`config.mk`:
```
export PLATFORM = sky130hd
export DESIGN_NAME = cc_shutdown_seq
export DESIGN_NICKNAME = d
export VERILOG_FILES = /design/src/rtl/cc_sd_pkg.sv /design/src/rtl/cc_sd_bufwalk.sv /design/src/rtl/cc_sd_haltwait.sv /design/src/rtl/cc_sd_ctrl.sv /design/src/rtl/cc_shutdown_seq.sv
export SDC_FILE = /design/constraint.sdc
export NUM_CORES = 1
export LEC_CHECK = 0
export CAP_MARGIN = 15
export CORE_AREA = 2 2 65 73
export DETAILED_ROUTE_END_ITERATION = 10
export DIE_AREA = 0 0 67 75
export DONT_BUFFER_PORTS = 1
export GPL_TIMING_DRIVEN = 0
export HOLD_SLACK_MARGIN = 0.03
export PLACE_DENSITY = 0.74
export SLEW_MARGIN = 10
export SYNTH_ARGS = -nofsm -noshare
export SYNTH_HDL_FRONTEND = slang
export SYNTH_SLANG_ARGS = --single-unit
```
`constraint.sdc`:
```
create_clock -name clk -period 2.5 [get_ports clk]
set_input_delay 0.75 -clock clk [delete_from_list [all_inputs] [get_ports clk]]
set_output_delay 0.75 -clock clk [all_outputs]
set_load 0.01 [all_outputs]
```
`src/rtl/cc_sd_pkg.sv`:
```
package cc_sd_pkg;
  typedef enum logic [1:0] {SD_OK = 2'd0, SD_ERR_BUF = 2'd1, SD_ERR_HALT = 2'd2} sd_err_e;
  typedef enum logic [1:0] {W_IDLE, W_RDREQ, W_RDWAIT, W_TRREQ} walk_st_e;
  typedef enum logic [1:0] {H_IDLE, H_CMD, H_WAIT} halt_st_e;
  typedef enum logic [1:0] {C_IDLE, C_WALK, C_HALT} ctrl_st_e;
endpackage

```
`src/rtl/cc_sd_bufwalk.sv`:
```
module cc_sd_bufwalk
  import cc_sd_pkg::*;
#(
  parameter int IDX_W     = 6,
  parameter int RETRY_MAX = 255,
  parameter int RCNT_W    = 8
) (
  input  logic             clk,
  input  logic             rst_n,
  input  logic             go_i,
  input  logic [IDX_W-1:0] last_idx_i,
  output logic             req_valid_o,
  input  logic             req_ready_i,
  output logic             req_wr_o,
  output logic [IDX_W-1:0] req_idx_o,
  input  logic             rsp_valid_i,
  input  logic             rsp_en_i,
  output logic             fin_o,
  output logic             fail_o
);
  localparam logic [RCNT_W-1:0] RLIM = RCNT_W'(RETRY_MAX);

  walk_st_e          st_q;
  logic [IDX_W-1:0]  idx_q;
  logic [RCNT_W-1:0] cnt_q;
  logic              fin_q, fail_q;

  always_ff @(posedge clk) begin
    if (!rst_n) begin
      st_q   <= W_IDLE;
      idx_q  <= '0;
      cnt_q  <= '0;
      fin_q  <= 1'b0;
      fail_q <= 1'b0;
    end else begin
      fin_q  <= 1'b0;
      fail_q <= 1'b0;
      unique case (st_q)
        W_IDLE: begin
          if (go_i) begin
            idx_q <= '0;
            cnt_q <= '0;
            st_q  <= W_RDREQ;
          end
        end
        W_RDREQ: begin
          if (req_ready_i) st_q <= W_RDWAIT;
        end
        W_RDWAIT: begin
          if (rsp_valid_i) begin
            if (!rsp_en_i) begin
              if (idx_q == last_idx_i) begin
                fin_q <= 1'b1;
                st_q  <= W_IDLE;
              end else begin
                idx_q <= idx_q + 1'b1;
                cnt_q <= '0;
                st_q  <= W_RDREQ;
              end
            end else if (cnt_q == RLIM) begin
              fin_q  <= 1'b1;
              fail_q <= 1'b1;
              st_q   <= W_IDLE;
            end else begin
              st_q <= W_TRREQ;
            end
          end
        end
        W_TRREQ: begin
          if (req_ready_i) begin
            cnt_q <= cnt_q + 1'b1;
            st_q  <= W_RDREQ;
          end
        end
        default: st_q <= W_IDLE;
      endcase
    end
  end

  always_comb begin
    req_valid_o = (st_q == W_RDREQ) || (st_q == W_TRREQ);
    req_wr_o    = (st_q == W_TRREQ);
    req_idx_o   = idx_q;
    fin_o       = fin_q;
    fail_o      = fail_q;
  end
endmodule

```
`src/rtl/cc_sd_haltwait.sv`:
```
module cc_sd_haltwait
  import cc_sd_pkg::*;
#(
  parameter int             STATE_W      = 3,
  parameter logic [STATE_W-1:0] HALT_CODE = '0,
  parameter int             HALT_TIMEOUT = 100000,
  parameter int             TCNT_W       = 17
) (
  input  logic               clk,
  input  logic               rst_n,
  input  logic               go_i,
  output logic               cmd_valid_o,
  input  logic               cmd_ready_i,
  input  logic [STATE_W-1:0] poc_state_i,
  output logic               fin_o,
  output logic               fail_o
);
  localparam logic [TCNT_W-1:0] TLAST = TCNT_W'(HALT_TIMEOUT - 1);

  halt_st_e          st_q;
  logic [TCNT_W-1:0] tcnt_q;
  logic              fin_q, fail_q;

  always_ff @(posedge clk) begin
    if (!rst_n) begin
      st_q   <= H_IDLE;
      tcnt_q <= '0;
      fin_q  <= 1'b0;
      fail_q <= 1'b0;
    end else begin
      fin_q  <= 1'b0;
      fail_q <= 1'b0;
      unique case (st_q)
        H_IDLE: if (go_i) st_q <= H_CMD;
        H_CMD: begin
          if (cmd_ready_i) begin
            tcnt_q <= '0;
            st_q   <= H_WAIT;
          end
        end
        H_WAIT: begin
          if (poc_state_i == HALT_CODE) begin
            fin_q <= 1'b1;
            st_q  <= H_IDLE;
          end else if (tcnt_q == TLAST) begin
            fin_q  <= 1'b1;
            fail_q <= 1'b1;
            st_q   <= H_IDLE;
          end else begin
            tcnt_q <= tcnt_q + 1'b1;
          end
        end
        default: st_q <= H_IDLE;
      endcase
    end
  end

  always_comb begin
    cmd_valid_o = (st_q == H_CMD);
    fin_o       = fin_q;
    fail_o      = fail_q;
  end
endmodule

```
`src/rtl/cc_sd_ctrl.sv`:
```
module cc_sd_ctrl
  import cc_sd_pkg::*;
(
  input  logic       clk,
  input  logic       rst_n,
  input  logic       start_i,
  output logic       walk_go_o,
  input  logic       walk_fin_i,
  input  logic       walk_fail_i,
  output logic       halt_go_o,
  input  logic       halt_fin_i,
  input  logic       halt_fail_i,
  output logic       busy_o,
  output logic       done_o,
  output logic [1:0] err_code_o
);
  ctrl_st_e st_q;
  logic     done_q;
  sd_err_e  err_q;

  always_comb begin
    walk_go_o  = (st_q == C_IDLE) && start_i;
    halt_go_o  = (st_q == C_WALK) && walk_fin_i && !walk_fail_i;
    busy_o     = (st_q != C_IDLE);
    done_o     = done_q;
    err_code_o = err_q;
  end

  always_ff @(posedge clk) begin
    if (!rst_n) begin
      st_q   <= C_IDLE;
      done_q <= 1'b0;
      err_q  <= SD_OK;
    end else begin
      done_q <= 1'b0;
      unique case (st_q)
        C_IDLE: begin
          if (start_i) begin
            err_q <= SD_OK;
            st_q  <= C_WALK;
          end
        end
        C_WALK: begin
          if (walk_fin_i) begin
            if (walk_fail_i) begin
              err_q  <= SD_ERR_BUF;
              done_q <= 1'b1;
              st_q   <= C_IDLE;
            end else begin
              st_q <= C_HALT;
            end
          end
        end
        C_HALT: begin
          if (halt_fin_i) begin
            err_q  <= halt_fail_i ? SD_ERR_HALT : SD_OK;
            done_q <= 1'b1;
            st_q   <= C_IDLE;
          end
        end
        default: st_q <= C_IDLE;
      endcase
    end
  end
endmodule

```
`src/rtl/cc_shutdown_seq.sv`:
```
module cc_shutdown_seq
  import cc_sd_pkg::*;
#(
  parameter int                 NUM_BUF      = 64,
  parameter int                 RETRY_MAX    = 255,
  parameter int                 HALT_TIMEOUT = 100000,
  parameter int                 STATE_W      = 3,
  parameter logic [STATE_W-1:0] HALT_CODE    = '0,
  localparam int                IDX_W        = (NUM_BUF > 1) ? $clog2(NUM_BUF) : 1
) (
  input  logic               clk,
  input  logic               rst_n,
  input  logic               start_i,
  input  logic [IDX_W-1:0]   last_idx_i,
  output logic               busy_o,
  output logic               done_o,
  output logic               err_o,
  output logic [1:0]         err_code_o,
  output logic               req_valid_o,
  input  logic               req_ready_i,
  output logic               req_wr_o,
  output logic [IDX_W-1:0]   req_idx_o,
  input  logic               rsp_valid_i,
  input  logic               rsp_en_i,
  output logic               cmd_valid_o,
  input  logic               cmd_ready_i,
  input  logic [STATE_W-1:0] poc_state_i
);
  localparam int RCNT_W = $clog2(RETRY_MAX + 1);
  localparam int TCNT_W = (HALT_TIMEOUT > 1) ? $clog2(HALT_TIMEOUT) : 1;

  logic walk_go, walk_fin, walk_fail;
  logic halt_go, halt_fin, halt_fail;

  cc_sd_ctrl u_ctrl (
    .clk        (clk),
    .rst_n      (rst_n),
    .start_i    (start_i),
    .walk_go_o  (walk_go),
    .walk_fin_i (walk_fin),
    .walk_fail_i(walk_fail),
    .halt_go_o  (halt_go),
    .halt_fin_i (halt_fin),
    .halt_fail_i(halt_fail),
    .busy_o     (busy_o),
    .done_o     (done_o),
    .err_code_o (err_code_o)
  );

  cc_sd_bufwalk #(
    .IDX_W    (IDX_W),
    .RETRY_MAX(RETRY_MAX),
    .RCNT_W   (RCNT_W)
  ) u_walk (
    .clk        (clk),
    .rst_n      (rst_n),
    .go_i       (walk_go),
    .last_idx_i (last_idx_i),
    .req_valid_o(req_valid_o),
    .req_ready_i(req_ready_i),
    .req_wr_o   (req_wr_o),
    .req_idx_o  (req_idx_o),
    .rsp_valid_i(rsp_valid_i),
    .rsp_en_i   (rsp_en_i),
    .fin_o      (walk_fin),
    .fail_o     (walk_fail)
  );

  cc_sd_haltwait #(
    .STATE_W     (STATE_W),
    .HALT_CODE   (HALT_CODE),
    .HALT_TIMEOUT(HALT_TIMEOUT),
    .TCNT_W      (TCNT_W)
  ) u_halt (
    .clk        (clk),
    .rst_n      (rst_n),
    .go_i       (halt_go),
    .cmd_valid_o(cmd_valid_o),
    .cmd_ready_i(cmd_ready_i),
    .poc_state_i(poc_state_i),
    .fin_o      (halt_fin),
    .fail_o     (halt_fail)
  );

  assign err_o = (err_code_o != 2'd0);
endmodule

```
## Yosys cells after proc, flatten, opt, wreduce, memory -nomap -nowiden

Index checks and enable logic that the tools add are counted.

- Bits of input ports: 16
- Flip-flop bits (word level): 44
- Output and inout port bits: 14
- Logic and storage cells: 116

- Reduce and logical (&&, ||, !) cells: 26
- Equal/unequal tests: 25
- Bitwise operators: 2
- Add/sub/neg operators: 3
- Mux-type cells: 48

Operators by type and width:

| operator | count |
|---|---|
| 2-to-1 mux 17 bit | 3 |
| 2-to-1 mux 8 bit | 5 |
| 2-to-1 mux 2 bit | 19 |
| one-hot mux 17 bit (2 select lines) | 1 |
| 2-to-1 mux 6 bit | 4 |
| one-hot mux 8 bit (3 select lines) | 1 |
| != test 2 bit, second input constant | 10 |
| one-hot mux 2 bit (3 select lines) | 3 |
| adder 17 x 1 -> 17 bit, second input constant | 1 |
| equality test 17 bit, second input constant | 1 |
| one-hot mux 6 bit (2 select lines) | 1 |
| AND reduction 4 bit | 3 |
| AND reduction 5 bit | 2 |
| 2-to-1 mux 1 bit | 9 |
| AND reduction 3 bit | 3 |
| adder 8 x 1 -> 8 bit, second input constant | 1 |
| equality test 2 bit, second input constant | 4 |
| equality test 8 bit, second input constant | 1 |
| != test 2 x 1 -> 1 bit, second input constant | 4 |
| one-hot mux 2 bit (4 select lines) | 1 |
| nonzero test 2 bit | 4 |
| adder 6 x 1 -> 6 bit, second input constant | 1 |
| equality test 2 x 1 -> 1 bit, second input constant | 3 |
| equality test 6 bit | 1 |
| 12 further kinds | 18 |

## Depth between registers and ports, before layout

Gate-level depths: netlist (run 1).

- Word-level depth: 5
- Mapped depth: 8
- Depth with buffers taken out: 7

## Hierarchy

From an unflattened synthesis (run 1), not the netlist that was laid out.

- Cell total of the unflattened synthesis: 310
- Area, all modules: 2583.7 um^2

By module, submodules not included:

| module | area each (um^2) | cells each | seq. area each (um^2) | times used |
|---|---|---|---|---|
| cc_sd_haltwait | 1136.1 | 135 | 420.4 | 1 |
| cc_sd_bufwalk | 1089.8 | 137 | 360.3 | 1 |
| cc_sd_ctrl | 351.6 | 37 | 100.1 | 1 |
| cc_shutdown_seq | 6.3 | 1 | 0.0 | 1 |

## Least setup slack after synthesis (run 1)

Ideal clock, no wire load.

- Kind: in2reg
- From: in poc_state_i[1]
- To: reg u_halt.tcnt_q[13]
- Data arrival time: 1.840 ns
- Setup time: 0.101 ns
- Setup slack: 0.559 ns
- Required time: 2.399 ns
- Path buffers: 1
- Stages: 6
- Cell sequence: or3_1 and2_1 a21oi_2 buf_2 o21ai_0 o41ai_1

- Longest elaborated chain between the ends: 3

Ends and longest elaborated chain:

| element | RTL line | source |
|---|---|---|
| start, declared | cc_shutdown_seq.sv:27 | `input logic [STATE_W-1:0] poc_state_i` |
| logical NOT 3 bit | cc_sd_haltwait.sv:42 | `if (poc_state_i == HALT_CODE) begin` |
| != test 2 bit (no line) | - |  |
| AND reduction 4 bit (no line) | - |  |
| end signal, assigned | cc_sd_haltwait.sv:50 | `tcnt_q <= tcnt_q + 1'b1;` |
| end, declared | cc_sd_haltwait.sv:21 | `logic [TCNT_W-1:0] tcnt_q;` |

Every way passes these cells.
A chain may end at the register's enable or synchronous reset.

## Final worst setup path (run 1)

- From: reg u_walk.st_q[0]
- To: out req_valid_o

- Longest elaborated chain between the ends: 2
- Elaborated cells between the ends (all ways): 3
- Those cells by class: eq/ne (2); reduce/logical (1)

Ends and longest elaborated chain:

| element | RTL line | source |
|---|---|---|
| start, declared | cc_sd_bufwalk.sv:23 | `walk_st_e st_q;` |
| start signal, assigned | cc_sd_bufwalk.sv:30 | `st_q <= W_IDLE;` |
| start signal, assigned | cc_sd_bufwalk.sv:43 | `st_q <= W_RDREQ;` |
| start signal, assigned | cc_sd_bufwalk.sv:47 | `if (req_ready_i) st_q <= W_RDWAIT;` |
| equality test 2 bit | - |  |
| net req_wr_o | cc_shutdown_seq.sv:21 | `output logic req_wr_o,` |
| logical OR 1 bit | cc_sd_bufwalk.sv:81 | `req_valid_o = (st_q == W_RDREQ) \|\| (st_q == W_TRREQ);` |
| end, declared | cc_shutdown_seq.sv:19 | `output logic req_valid_o,` |

The timed path passes the listed nets, and every way through them passes these cells.

==> flow_metrics.py, run 1 <==
metrics = {
    "cts": {
        "clk_pin_slew_worst_paths_ns": 0.08,
        "cts_resized": 0,
        "post_cts.repair.setup_buffers": 0,
        "root_buffer": "clkbuf_8",
        "clockBufferDepth": 2,
        "cts_tree": "done",
        "hold_buffers": 0,
        "cts.htree.levels": 2,
        "cts_made_buffers": 5,
        "clock_latency_ns": 0.31,
        "cts_num_sinks": 44,
    },
    "timing": {
        "finalCritPeriodShare_pct": 90.7,
        "slew_headroom_pct": 54.6,
        "tns_ns": 0,
        "period_minus_slack_ns": 2.27,
        "setup_viol": 0,
        "final-hold-violation-count": 0,
        "setup_ws_ns": 0.233,
        "fin_hold_ws_ns": 0.477,
        "worst_pin_slew_ns": 0.673,
        "fmax_mhz": 441,
        "rsz0062_at_grt": "false",
        "slew_violations": 0,
        "clock_skew_ns": 0.00500,
    },
    "global_route": {
        "grt_usage_pct": 24.3,
        "antenna_found_initial": 0,
        "grt_pass1_wl_mm": 9.36,
        "grt_max_degree": 14,
        "grt_overflow": 0,
        "grt_pass1_vias": 2072,
    },
    "outcome": {
        "outcome": "finished, final reports clean",
    },
    "yosys": {
        "synth_seq_cells": 44,
        "ys_seq_area_share_pct": 35.0,
        "synth_common_cells": "dfxtp_1 (44), nand2_1 (34), a21oi_1 (20), inv_1 (20), nor2_1 (17)",
        "syn-num-nets": 336,
        "async_reset_ff_share_pct": 0,
        "ys_warn_count": 0,
        "synth.distinct_cells": 57,
        "syn_area_per_cell_um2": 8.21,
        "syn_area_um2": 2520,
        "synth-simple-area-share_pct": 28.4,
        "ys.flop_type": "dfxtp_1",
        "synth_compound_area_share_pct": 22.1,
        "synth_top_area_cell": "dfxtp_1",
        "yosysMostFrequentCell": "dfxtp_1",
        "synth.area.top_cells": "dfxtp_1 (35%), ha_1 (6.5%), nand2_1 (5.1%), a21oi_1 (4.0%), o31ai_1 (3.3%)",
        "yosys-mux-area-fraction_pct": 0.794,
        "synth_edf_count": 0,
        "synth_top_area_share_pct": 35.0,
        "synth-adder-area-share_pct": 6.45,
        "synth_xor_area_share_pct": 2.43,
        "synth_top_family_by_area": "simple AND/OR/NAND/NOR gates",
        "synthCells": 307,
    },
    "routing": {
        "routedWlPerCell_um": 14.8,
        "vias": 2219,
        "drc": 0,
        "first_iter_violations": 113,
        "avgViaCountPerCell": 6.01,
        "antenna_left": 0,
        "drt_pre_antenna_iters": 5,
        "wl_mm": 5.46,
    },
    "setup_path": {
        "start_kind": "flip-flop",
        "reg2reg_depth": 7,
        "endpoint_kind": "output pin",
        "worstSetupPathType": "reg -> out",
        "path_max_fanout": 9,
        "worstPathArrival_ns": 1.52,
        "r2r-start": "u_ctrl.st_q[1]$_SDFFE_PN0P_",
        "r2r_slack_ns": 0.46,
        "critPathRequiredTime_ns": 1.75,
        "r2r_end": "u_walk.cnt_q[3]$_SDFFE_PN0P_",
    },
    "worst_hold_path": {
        "min_from": "u_halt.tcnt_q[16]$_SDFFE_PN0P_",
        "hold_path_depth": 1,
        "hp-class": "reg -> reg",
        "hold_end": "u_halt.tcnt_q[16]$_SDFFE_PN0P_",
    },
    "floorplan": {
        "die_w_um": 67,
        "io_pins": 30,
        "die_area_um2": 5030,
        "fp.dieH_um": 75,
        "start_util_pct": 59.2,
        "row_count": 25,
        "core_um2": 4250,
    },
    "placed_design": {
        "io_buffer_count": 0,
        "place_congestion": 0.801,
        "dp_slack_ns": 0.270,
        "hpwlAfterDp_mm": 3.94,
    },
    "final_layout": {
        "fill_cells": 384,
        "diodes": 0,
        "nets": 343,
        "synthToLayoutAreaGrowth_pct": 6.36,
        "drive_gt1_share_pct": 10.2,
    },
    "pwr": {
        "max-vdd-ir-drop_mv": 0.416,
        "p_per_area_nw_per_um2": 585,
        "leakage_nw": 0.956,
    },
    "job": {
        "drv_cap": 0,
    },
}
==> worst max-delay path by stage <==
stage | start | to | slack [ns] | cells past startpoint
detailed placement | poc_state_i[1] | u_halt.tcnt_q[13]$_SDFFE_PN0P_ | 0.27 | 6
floorplan | poc_state_i[1] | u_halt.tcnt_q[13]$_SDFFE_PN0P_ | 0.56 | 6
global placement | poc_state_i[1] | u_halt.tcnt_q[13]$_SDFFE_PN0P_ | 0.30 | 6
global route | u_walk.st_q[0]$_SDFFE_PN0P_ | req_valid_o | 0.08 | 4
CTS | u_walk.st_q[0]$_SDFFE_PN0P_ | req_valid_o | 0.22 | 4
finish | u_walk.st_q[0]$_SDFFE_PN0P_ | req_valid_o | 0.23 | 4
==> sequential cells by signal (all words and copies together) (netlist names) <==
signal             count
u_ctrl.st_q            2
u_walk.req_idx_o       6
u_halt.fail_o          1
u_ctrl.done_o          1
u_halt.tcnt_q         17
u_halt.fin_o           1
u_ctrl.err_code_o      2
u_walk.fail_o          1
u_halt.st_q            2
u_walk.st_q            2
u_walk.fin_o           1
u_walk.cnt_q           8
==> cell usage in the layout, fill, tap and decap left out, types with 8 or more instances in the layout <==
| master | Yosys | final |
|---|---|---|
| nand3_1 | 16 | 16 |
| o31ai_1 | 11 | 11 |
| dfxtp_1 | 44 | 44 |
| nor2_1 | 17 | 17 |
| a21oi_1 | 20 | 20 |
| inv_1 | 20 | 20 |
| nand2_1 | 34 | 34 |
| or3_1 | 8 | 8 |
| nand2b_1 | 8 | 8 |
| ha_1 | 13 | 13 |
| o21ai_0 | 16 | 16 |
==> routing by layer <==
metal,track usage [%],wire [µm]
met1,29.8,2490
met2,42.2,2730
met3,5.08,165
met4,8.62,80
met5,0,0
==> stage by stage <==
stage	cells	utilization [%]	cell area (µm²)	total power, mW
2_1_floorplan	307	-	2520	1.04
3_3_place_gp	361	60.8	2590	1.10
3_5_place_dp	361	60.8	2590	1.11
4_1_cts	369	63.0	2680	1.57
5_1_grt	369	63.0	2680	1.65
6_report	369	63.0	2680	1.57
==> layout make-up <==
cell class | count | area [µm²] | share of cell area, %
well taps | 54 | 67.6 | 2.52
flip-flops and latches | 44 | 881 | 32.9
multi-input cells | 232 | 1520 | 56.6
clock buffers | 6 | 82.6 | 3.08
plain buffers | 11 | 47.5 | 1.77
inverters | 20 | 75.1 | 2.80
clock inverters | 2 | 10.0 | 0.373
==> critical path, cell delays in order (launching register included) <==
cell and delay (ns):
dfxtp_1 0.39, ha_1 0.24, clkbuf_1 0.34, nor2_1 0.13, inv_1 0.12
==> logic make-up after synthesis <==
family	Yosys count
xor+xnor	7
fa+ha+maj	13
simple gates	125
flops	44
mux	2
compound gates	85
buf+inv	31
==> report_power, final <==
part | switching, mW | internal, mW | total [mW]
registers | 0.0349 | 0.721 | 0.756
logic | 0.211 | 0.127 | 0.339
clock network | 0.253 | 0.221 | 0.474
(Power assumes the default switching activity.)
==> inputs of run 2 (changes only) <==
Settings changed: ABC_AREA set to 1, CORE_AREA 2 2 65 73 to 2 2 69 78, DIE_AREA 0 0 67 75 to 0 0 71 80.
==> run 2 against run 1 <==
Compared with the run above:
- cell area increased by 14%
- register-to-register slack got worse by 0.03 ns
- setup slack improved by 0.12 ns
- synthesized area is 14% higher
- largest power group unchanged
- first-iteration DRC count is 84% higher
- sequential share of layout area down 4.0 points
- routed wire length grew 18%
- sequential power is 9.4% higher
- critical path depth shrank 1
- flip-flop and latch count unchanged
- via count rose by 26%
- total power up 32%
==> flow_metrics.py, run 2 <==
metrics = {
    "setup_path": {
        "worstSetupPathType": "reg -> out",
        "r2r_slack_ns": 0.43,
        "crit_cells": 3,
        "crit_path_cell_trace": "ha_1 -> inv_1 -> nand2_1",
        "endpoint_kind": "output pin",
        "critPathRequiredTime_ns": 1.75,
        "crit_end": "req_valid_o",
        "cp_num_buf_inv": 1,
        "r2r-start": "u_ctrl.st_q[0]$_SDFFE_PN0P_",
        "critPathTopFamily": "flip-flops",
        "critPathMaxStageDelay_ns": 0.39,
        "start_kind": "flip-flop",
        "r2r_end": "u_walk.req_idx_o[3]$_SDFFE_PN0P_",
        "cpMaxStageDelayCell": "dfxtp_1",
        "startpoint": "u_walk.st_q[1]$_SDFFE_PN0P_",
        "path_max_fanout": 8,
        "worstPathArrival_ns": 1.40,
        "reg2reg_depth": 9,
    },
    "cts": {
        "cts_resized": 0,
        "post_cts.repair.setup_buffers": 0,
        "clock_latency_ns": 0.29,
        "clockBufferDepth": 2,
        "cts_made_buffers": 5,
        "clk_pin_slew_worst_paths_ns": 0.09,
        "hold_buffers": 0,
        "cts.htree.levels": 2,
        "cts_num_sinks": 44,
        "root_buffer": "clkbuf_8",
        "cts_tree": "done",
    },
    "yosys": {
        "synth_common_cells": "nand2_1 (118), nor2_1 (76), inv_1 (51)",
        "synth_top_area_share_pct": 30.7,
        "ys.flop_type": "dfxtp_1",
        "async_reset_ff_share_pct": 0,
        "synth.distinct_cells": 32,
        "syn_area_per_cell_um2": 6.30,
        "ys_seq_area_share_pct": 30.7,
        "synth_top_area_cell": "dfxtp_1",
        "synth_edf_count": 0,
        "ys_warn_count": 0,
        "syn_area_um2": 2870,
        "synthCells": 456,
        "synth.area.top_cells": "dfxtp_1 (31%), nand2_1 (15%), nor2_1 (9.9%), nand3_1 (7.0%), inv_1 (6.7%)",
        "synth_seq_cells": 44,
        "syn-num-nets": 485,
        "yosysMostFrequentCell": "nand2_1",
    },
    "timing": {
        "fmax_mhz": 465,
        "worst_pin_slew_ns": 0.583,
        "setup_viol": 0,
        "slew_headroom_pct": 61.1,
        "slew_violations": 0,
        "finalCritPeriodShare_pct": 85.9,
        "rsz0062_at_grt": "false",
        "final-hold-violation-count": 0,
        "clock_skew_ns": 0.00837,
        "period_minus_slack_ns": 2.15,
        "tns_ns": 0,
    },
    "worst_hold_path": {
        "hp-class": "reg -> reg",
    },
    "floorplan": {
        "die_area_um2": 5680,
        "fp.dieH_um": 80,
        "io_pins": 30,
        "row_count": 27,
        "die_w_um": 71,
        "start_util_pct": 58.6,
        "core_um2": 4900,
    },
    "final_layout": {
        "nets": 492,
        "final_cell_area_um2": 3060,
        "layout_commonest_cell": "nand2_1",
        "drive_gt1_share_pct": 6.47,
        "final_cell_mix": "nand2_1 (118), nor2_1 (76), inv_1 (51)",
        "synthToLayoutAreaGrowth_pct": 6.40,
        "top_register": "u_halt.tcnt_q",
        "largest_register_ffs": 17,
        "fill_cells": 475,
        "diodes": 0,
        "final_cell_count_no_fill": 522,
    },
    "placed_design": {
        "place_congestion": 0.846,
        "placed_area_um2": 2950,
        "io_buffer_count": 0,
        "hpwlAfterDp_mm": 4.95,
        "placed_cells": 514,
    },
    "routing": {
        "first_iter_violations": 208,
        "wl_mm": 6.42,
        "drc": 0,
        "vias": 2801,
        "drt_pre_antenna_iters": 5,
        "antenna_left": 0,
        "avgViaCountPerCell": 5.37,
        "routedWlPerCell_um": 12.3,
    },
    "global_route": {
        "grt_max_degree": 15,
        "grt_overflow": 0,
        "grt_pass1_vias": 2522,
        "grt_usage_pct": 24.1,
        "antenna_found_initial": 0,
        "grt_pass1_wl_mm": 11.1,
    },
    "outcome": {
        "outcome": "finished, final reports clean",
    },
    "pwr": {
        "leakage_nw": 1.14,
        "p_total_mw": 2.07,
        "max-vdd-ir-drop_mv": 0.390,
        "p_per_area_nw_per_um2": 676,
    },
    "job": {
        "drv_cap": 0,
    },
}
run 2: changes by cell type in the layout (fill, tap and decap cells not counted), moves of 6 or more:
cell,before,now
nand2_1,34,118
or3_1,8,0
inv_1,20,51
xor2_1,1,7
a21oi_1,20,35
nor2_1,17,76
o22ai_1,6,0
nand4_1,4,12
o31ai_1,11,0
nand2b_1,8,0
nand3_1,16,40
run 2: final cells by class:
cell class	count	area (µm²)	area share (%)
multi-input combinational	348	1720	56.3
sequential	44	881	28.8
inverter	54	203	6.63
tap	58	72.6	2.37
clock buffer	5	68.8	2.25
buffer	10	68.8	2.25
clock inverter	3	42.5	1.39
run 2: cells by family after synthesis:
logic type / synth area share (%)
adder cells (fa/ha/maj): 5.66
XOR/XNOR: 2.74
AND/OR/NAND/NOR: 40.9
flip-flops: 30.7
AO/OA/AOI/OAI: 10.6
buffers and inverters: 9.45
run 2: per-layer routing:
layer | up-vias | global-route usage, % | share of wire, %
li1 | 1474 | - | -
met1 | 1264 | 30.1 | 45
met2 | 54 | 42.5 | 49
met3 | 9 | 4.17 | 4.0
met4 | 0 | 6.79 | 1.4
met5 | - | 0 | 0
run 2: report_power, final:
group / internal (mW) / switching (mW) / total (mW)
combinational: 0.237 / 0.464 / 0.700
clock: 0.296 / 0.243 / 0.539
sequential: 0.760 / 0.0673 / 0.827
run 2: worst min-delay path, stage by stage (launching register included):
cell	delay (ns)
dfxtp_1	0.32
nand3_1	0.06
a21oi_1	0.05
run 2: metrics by stage:
step | setup slack, ns | hold slack (ns) | utilization (%)
finish | 0.352 | 0.462 | 62.4
floorplan | 0.699 | 0.436 | -
detailed placement | 0.431 | 0.451 | 60.1
CTS | 0.368 | 0.463 | 62.4
global route | 0.237 | 0.492 | 62.4
global placement | 0.382 | 0.453 | 60.1
run 2: worst min path at each step:
stage                                  start                  endpoint  slack [ns]  cells after the start
floorplan            u_halt.fin_o$_SDFF_PN0_  u_ctrl.done_o$_SDFF_PN0_        0.44                      2
global placement     u_halt.fin_o$_SDFF_PN0_  u_ctrl.done_o$_SDFF_PN0_        0.45                      2
detailed placement  u_walk.fail_o$_SDFF_PN0_  u_ctrl.done_o$_SDFF_PN0_        0.45                      2
CTS                 u_walk.fail_o$_SDFF_PN0_  u_ctrl.done_o$_SDFF_PN0_        0.46                      2
global route        u_walk.fail_o$_SDFF_PN0_  u_ctrl.done_o$_SDFF_PN0_        0.49                      2
finish              u_walk.fail_o$_SDFF_PN0_  u_ctrl.done_o$_SDFF_PN0_        0.46                      2
==> inputs of run 3 (changes only) <==
Settings changed: ABC_CLOCK_PERIOD_IN_PS set to 2500, PLACE_DENSITY 0.74 to 0.75.
==> run 3 against run 2 <==
Compared with the run above:
- maximum frequency rose by 1.7%
- utilization fell by 0.38 points
- cell area fell by 0.61%
- final cell count stayed put
- setup slack improved by 0.035 ns
- sequential power about the same
==> flow_metrics.py, run 3 (synthesis results as in run 2) <==
metrics = {
    "outcome": {
        "outcome": "finished, final reports clean",
    },
    "floorplan": {
        "die_area_um2": 5680,
        "fp.dieH_um": 80,
        "core_um2": 4900,
        "start_util_pct": 58.6,
        "row_count": 27,
        "io_pins": 30,
        "die_w_um": 71,
    },
    "routing": {
        "routedWlPerCell_um": 12.3,
        "vias": 2747,
        "drc": 0,
        "antenna_left": 0,
        "first_iter_violations": 145,
        "wl_mm": 6.40,
        "drt_pre_antenna_iters": 4,
        "avgViaCountPerCell": 5.26,
    },
    "final_layout": {
        "nets": 492,
        "largest_register_ffs": 17,
        "final_cell_mix": "nand2_1 (118), nor2_1 (76), inv_1 (51)",
        "top_register": "u_halt.tcnt_q",
        "synthToLayoutAreaGrowth_pct": 5.75,
        "utilization_pct": 62.0,
        "drive_gt1_share_pct": 6.47,
        "fill_cells": 498,
        "diodes": 0,
        "layout_commonest_cell": "nand2_1",
        "final_cell_area_um2": 3040,
    },
    "setup_path": {
        "path_max_fanout": 8,
        "r2r-start": "u_ctrl.st_q[1]$_SDFFE_PN0P_",
        "critPathRequiredTime_ns": 1.75,
        "worstSetupPathType": "reg -> out",
        "endpoint_kind": "output pin",
        "critPathMaxStageDelay_ns": 0.39,
        "cpMaxStageDelayCell": "dfxtp_1",
        "start_kind": "flip-flop",
        "crit_path_cell_trace": "ha_1 -> inv_1 -> nand2_1",
        "startpoint": "u_walk.st_q[1]$_SDFFE_PN0P_",
        "worstPathArrival_ns": 1.36,
    },
    "pwr": {
        "leakage_nw": 1.14,
        "p_per_area_nw_per_um2": 654,
        "max-vdd-ir-drop_mv": 0.350,
    },
    "cts": {
        "post_cts.repair.setup_buffers": 0,
        "clk_pin_slew_worst_paths_ns": 0.08,
        "clock_latency_ns": 0.29,
        "hold_buffers": 0,
        "cts_resized": 0,
        "cts_made_buffers": 5,
        "cts.htree.levels": 2,
        "root_buffer": "clkbuf_8",
        "cts_num_sinks": 44,
        "clockBufferDepth": 2,
        "cts_tree": "done",
    },
    "placed_design": {
        "place_congestion": 0.873,
        "io_buffer_count": 0,
        "hpwlAfterDp_mm": 4.96,
        "placed_area_um2": 2950,
    },
    "timing": {
        "tns_ns": 0,
        "rsz0062_at_grt": "false",
        "fmax_mhz": 473,
        "worst_pin_slew_ns": 0.596,
        "final-hold-violation-count": 0,
        "finalCritPeriodShare_pct": 84.5,
        "period_minus_slack_ns": 2.11,
        "slew_violations": 0,
        "setup_viol": 0,
        "slew_headroom_pct": 60.3,
        "clock_skew_ns": 0.0110,
    },
    "worst_hold_path": {
        "min_from": "u_halt.fin_o$_SDFF_PN0_",
        "hp-class": "reg -> reg",
    },
    "global_route": {
        "grt_max_degree": 14,
        "grt_pass1_wl_mm": 11.2,
        "grt_pass1_vias": 2603,
        "grt_usage_pct": 24.1,
        "grt_overflow": 0,
        "antenna_found_initial": 0,
    },
    "job": {
        "drv_cap": 0,
    },
}
==> run 3: changes by cell type in the layout (fill, tap and decap cells not counted), sizes merged <==
cell      previous run  this run
clkinv               1         2
bufinv               1         0
clkinvlp             1         0
clkbuf              10        11
==> run 3: cell type report <==
type                            instances  area, µm²  area share, %
Clock inverter                          2       10.0          0.329
Buffer                                 10       68.8           2.27
Inverter                               54        203           6.67
Multi-Input combinational cell        348       1720           56.6
Tap cell                               58       72.6           2.39
Clock buffer                            6       82.6           2.72
Sequential cell                        44        881           29.0
==> run 3: power breakdown <==
group	leakage, nW	total, mW	internal [mW]	switching, mW
Combinational	0.733	0.707	0.238	0.469
Clock	0.0510	0.452	0.221	0.231
Sequential	0.356	0.828	0.760	0.0685
Total	1.14	1.99	1.22	0.769
==> run 3: final timing paths <==
kind                                      endpoint  depth (start not counted)  slack [ns]
setup / recovery                       req_valid_o                          3        0.39
hold / removal            u_ctrl.done_o$_SDFF_PN0_                          2        0.48
setup reg to reg  u_walk.req_idx_o[1]$_SDFFE_PN0P_                          9        0.40
hold reg to reg           u_ctrl.done_o$_SDFF_PN0_                          2        0.48
==> run 3: layer usage <==
| metal | up-vias | GRT usage [%] | routed length, µm |
|---|---|---|---|
| li1 | 1468 | - | - |
| met1 | 1231 | 29.0 | 3030 |
| met2 | 39 | 44.0 | 3100 |
| met3 | 9 | 4.04 | 191 |
| met4 | 0 | 6.23 | 74 |
| met5 | - | 0 | 0 |
==> run 3: stage by stage <==
stage	std cells	hold WS [ns]	setup WS, ns	power, mW
finish	522	0.482	0.387	1.99
global route	522	0.503	0.180	2.14
CTS	522	0.478	0.385	1.99
detailed placement	514	0.469	0.400	1.55
global placement	514	0.462	0.383	1.53
floorplan	456	0.436	0.699	1.39
==> run 3: worst max-delay path, delay by kind of cell, from the launching register on <==
kind,cells,cell delay (ns)
buffers and inverters,1,0.19
adder cells (fa/ha/maj),1,0.33
AND/OR/NAND/NOR,1,0.16
flip-flops,1,0.39
